===== src/rtl/bcdchk_pkg.sv =====
`timescale 1ns/1ps
package bcdchk_pkg;

    // number of serial bits that make up one digit code
    localparam int GROUP_LEN   = 4;
    localparam int STATE_W     = 3;

    // position within the group, plus "a middle bit was 1" where it matters
    typedef enum logic [STATE_W-1:0] {
        ST_POS0     = 3'd0,
        ST_POS1     = 3'd1,
        ST_POS2_CLR = 3'd2,
        ST_POS2_SET = 3'd3,
        ST_POS3_CLR = 3'd4,
        ST_POS3_SET = 3'd5
    } chk_state_t;

endpackage


===== src/rtl/bcdchk_next.sv =====
`timescale 1ns/1ps
module bcdchk_next
    import bcdchk_pkg::*;
(
    input  chk_state_t cur_state,
    input  logic       bit_valid,
    input  logic       bit_in,
    output chk_state_t nxt_state,
    output logic       group_done,
    output logic       group_bad
);

    always_comb begin
        nxt_state  = cur_state;
        group_done = 1'b0;
        group_bad  = 1'b0;
        if (bit_valid) begin
            unique case (cur_state)
                // take-b0: weight-1 bit never influences the verdict
                ST_POS0:     nxt_state = ST_POS1;
                // take-b1
                ST_POS1:     nxt_state = bit_in ? ST_POS2_SET : ST_POS2_CLR;
                // take-b2
                ST_POS2_CLR: nxt_state = bit_in ? ST_POS3_SET : ST_POS3_CLR;
                ST_POS2_SET: nxt_state = ST_POS3_SET;
                // close
                ST_POS3_CLR: begin
                    nxt_state  = ST_POS0;
                    group_done = 1'b1;
                end
                ST_POS3_SET: begin
                    nxt_state  = ST_POS0;
                    group_done = 1'b1;
                    group_bad  = bit_in;
                end
                default:     nxt_state = ST_POS0;
            endcase
        end
    end

endmodule


===== config.mk =====
export PLATFORM = sky130hd
export DESIGN_NAME = bcdchk_next
export DESIGN_NICKNAME = d
export VERILOG_FILES = /design/src/rtl/bcdchk_pkg.sv /design/src/rtl/bcdchk_next.sv
export SDC_FILE = /design/constraint.sdc
export NUM_CORES = 1
export LEC_CHECK = 0
export ABC_CLOCK_PERIOD_IN_PS = 800
export BUFFER_PORTS_ARGS = -buffer_cell sky130_fd_sc_hd__buf_2
export CORE_AREA = 5 5 42 44
export DETAILED_ROUTE_END_ITERATION = 7
export DIE_AREA = 0 0 47 49
export PLACE_DENSITY = 0.32
export SLEW_MARGIN = 10
export SYNTH_ARGS = -nofsm -noshare
export SYNTH_HDL_FRONTEND = slang
export SYNTH_SLANG_ARGS = --single-unit
export TNS_END_PERCENT = 30

===== constraint.sdc =====
create_clock -name vclk -period 0.8
set_input_delay 0.16 -clock vclk [all_inputs]
set_output_delay 0.16 -clock vclk [all_outputs]
set_load 0.03 [all_outputs]

# After elaboration in Yosys (flattened, before gate mapping)

Index checks and enable logic that the tools add are counted.

Logic and storage cells: 15
Input bits: 5
Bits in registers: 0
Output and inout port bits: 5

Reduce and logical (&&, ||, !) cells: 2
Equality and inequality tests: 5
Mux-type cells: 8

Operators by type and width:

| cell                                                             | number |
|---|---|
| 3-bit case mux with 4 select lines                               | 1 |
| 3-bit by 2-bit == test with 1-bit output (second input constant) | 2 |
| 3-bit == test (second input constant)                            | 2 |
| 1-bit two-way mux                                                | 6 |
| 3-bit by 1-bit == test with 1-bit output (second input constant) | 1 |
| 3-bit logical NOT                                                | 1 |
| 3-bit two-way mux                                                | 1 |
| 2-bit OR reduction                                               | 1 |

# Depth between registers and ports, before layout

Depth after elaboration: 4
Mapped depth: 3
Depth with buffers taken out: 3

# Worst setup path before layout

OpenSTA, ideal clock, no wires.

Kind: input port to output port
From: in cur_state[2]
To: out nxt_state[1]
Slack: -0.245 ns
Data required time: 0.640 ns
Cell stages on the path: 3
Arrival time: 0.885 ns
Cells stage by stage: and2b_1 -> nand2_1 -> mux2i_1

Word-level cells in the longest chain between the ends: 3
Elaborated cells on any way between the ends: 6
Those cells by class: eq/ne: 3; mux: 2; reduce/logical: 1

Ends and longest elaborated chain:

| item                                                             | line              | RTL |
|---|---|---|
| start, declared                                                  | bcdchk_next.sv:5  | `input chk_state_t cur_state,` |
| 3-bit by 2-bit == test with 1-bit output (tied with other cells) | bcdchk_next.sv:18 | `unique case (cur_state)` |
| 3-bit case mux with 4 select lines (*)                           | bcdchk_next.sv:18 |  |
| 3-bit two-way mux (*)                                            | bcdchk_next.sv:17 | `if (bit_valid) begin` |
| end, declared                                                    | bcdchk_next.sv:8  | `output chk_state_t nxt_state,` |

Every way passes the cells marked *; elsewhere a longest branch is shown, timed or not.

# Worst setup path after layout

Same ends and word-level chain as after synthesis.

==> impl_metrics.toml <==
[sta]
worst_pin_slew_ns = 0.162
slew_headroom_pct = 89.2
fin_crit_sh_pct = 124
postLayoutSetupSlackWorst_ns = -0.189
fin_hold_ws_ns = 0.712
setup_tns_ns = -0.565
fmax_mhz = 1010
period_needed_ns = 0.989
rsz0062_at_grt = "yes"
setup-violations-final = 5
finalHoldViolCount = 0
finalMaxSlewViolations = 0

[global_route]
grt_pass1_wl_um = 738
antenna_found_initial = 0
first_global_vias = 177
grt_overflow_total = 0
grt_max_degree = 6
grt_usage_pct = 3.87

[route]
post_drt_wl_per_cell_um = 9.25
ant_nets = 0
drt-initial-drc-count = 0
vias_per_cell = 3.52
drc = 0
routed_wirelength_um = 407
dr.pass1.iters = 1
num_vias = 155

[layout]
final_nets = 35
drive_above_1_share_pct = 78.6
clkbuf_count = 0
n_sequential_cell = 0
most-common-layout-cells = "6 x buf_4, 4 x buf_6, 3 x buf_2, 2 x nand2b_1, 2 x a21oi_2"
mostFrequentLayoutCell = "buf_4"
instances_no_fill = 44
utilization_pct = 18.7
sequential_cell_area_um2 = 0
diodes = 0
final_area_um2 = 262
syn_to_final_growth_pct = 237

[synthesis]
syn_area_per_cell_um2 = 5.54
synth_area_um2 = 77.6
synth.distinct_cells = 9
yosysTopAreaCellShare_pct = 16.1
synth.area.top_cells = "nand2b_1 16%, nand2_1 15%, a21oi_1 13%, mux2i_1 13%, o21ai_0 13%"
yosysWarnings = 0
yosys.area.top_type = "nand2b_1"
ys_seq_area_share_pct = 0
synth_fp_nets = 19
syn_inst = 14

[die]
initial_core_util_pct = 5.54
fp-row-count = 14
chipHeight_um = 49
core_um2 = 1400
die-area_um2 = 2300
io_pins = 10
dieWidth_um = 47

[pwr]
leakagePower_nw = 0.118
power.total_mw = 0.156
ir_worst_vdd_uv = 214
powerDensity_nw_per_um2 = 598

[setup_path]
slowest_stage = "and2b_1"
path_buf_inv = 2
crit_family = "simple AND/OR/NAND/NOR gates"
crit_required_ns = 0.64
crit_type = "primary input to output port"
max_stage_delay_ns = 0.21
startpoint_type = "primary input"
endpoint_kind = "output port"
crit_arrival_ns = 0.83
worstPathMaxFanout = 3
path_cells = "buf_8, and2b_1, nand2_2, mux2i_4, buf_6"

[min_path]
hp-class = "primary input to output port"

[cts]
hold_buffers = 0
post-cts-setup-buffer-count = 0

[placement]
post_dp_cell_area_um2 = 215
gp_congestion = 0.633
place_ws_ns = -0.293
placed_cells = 44
place_hpwl_um = 356
port_buffers = 10

[run_status]
status = "finished, violations left"
violations = "negative setup slack"

[run]
max_cap_viol_count = 0
path summary, 6_finish.rpt:
kind                startpoint           end  slack [ns]  depth (start not counted)
hold / removal    cur_state[1]  nxt_state[1]        0.71                          3
setup / recovery  cur_state[2]  nxt_state[1]       -0.19                          5
repair_timing:
action | 4_1_cts | 5_1_grt
gates resized for setup | 16 | 0
endpoints found under the setup margin | 5 | 5
pin swaps | 1 | 0
power by group:
group          internal (mW)  total [mW]  leakage [nW]  switching (mW)
Combinational         0.0759       0.156         0.118          0.0806
Sequential                 0           0             0               0
Clock                      0           0             0               0
metal layers:
| layer | track usage [%] | wire [um] | up-vias |
|---|---|---|---|
| li1 | - | - | 75 |
| met4 | 0 | 0 | 0 |
| met5 | 0 | 0 | - |
| met2 | 6.11 | 155 | 10 |
| met1 | 5.24 | 189 | 70 |
| met3 | 1.48 | 62 | 0 |
cell usage after synthesis:
library cell,n
and2b_1,1
nor2_2,1
a21oi_1,2
o21ai_0,2
inv_1,1
and3_1,1
nand2_1,3
mux2i_1,1
nand2b_1,2
cell type report:
class                      instances  area, um^2
inverter                           1        3.75
tap                               16        20.0
timing repair buffer              14         120
fill                             173        1140
multi-input combinational         13         118
logic make-up (layout without fill, tap and decap cells):
group / after synthesis / in the layout / synth area share (%)
AND/OR/NAND/NOR: 8 / 8 / 56.5
AO/OA/AOI/OAI: 4 / 4 / 25.8
multiplexers: 1 / 1 / 12.9
buffers and inverters: 1 / 15 / 4.83
tightest hold or removal path, stage by stage:
cell and delay, ns:
buf_2 0.18, mux2i_4 0.08, buf_6 0.13
Power figures use the tool's default switching activity.
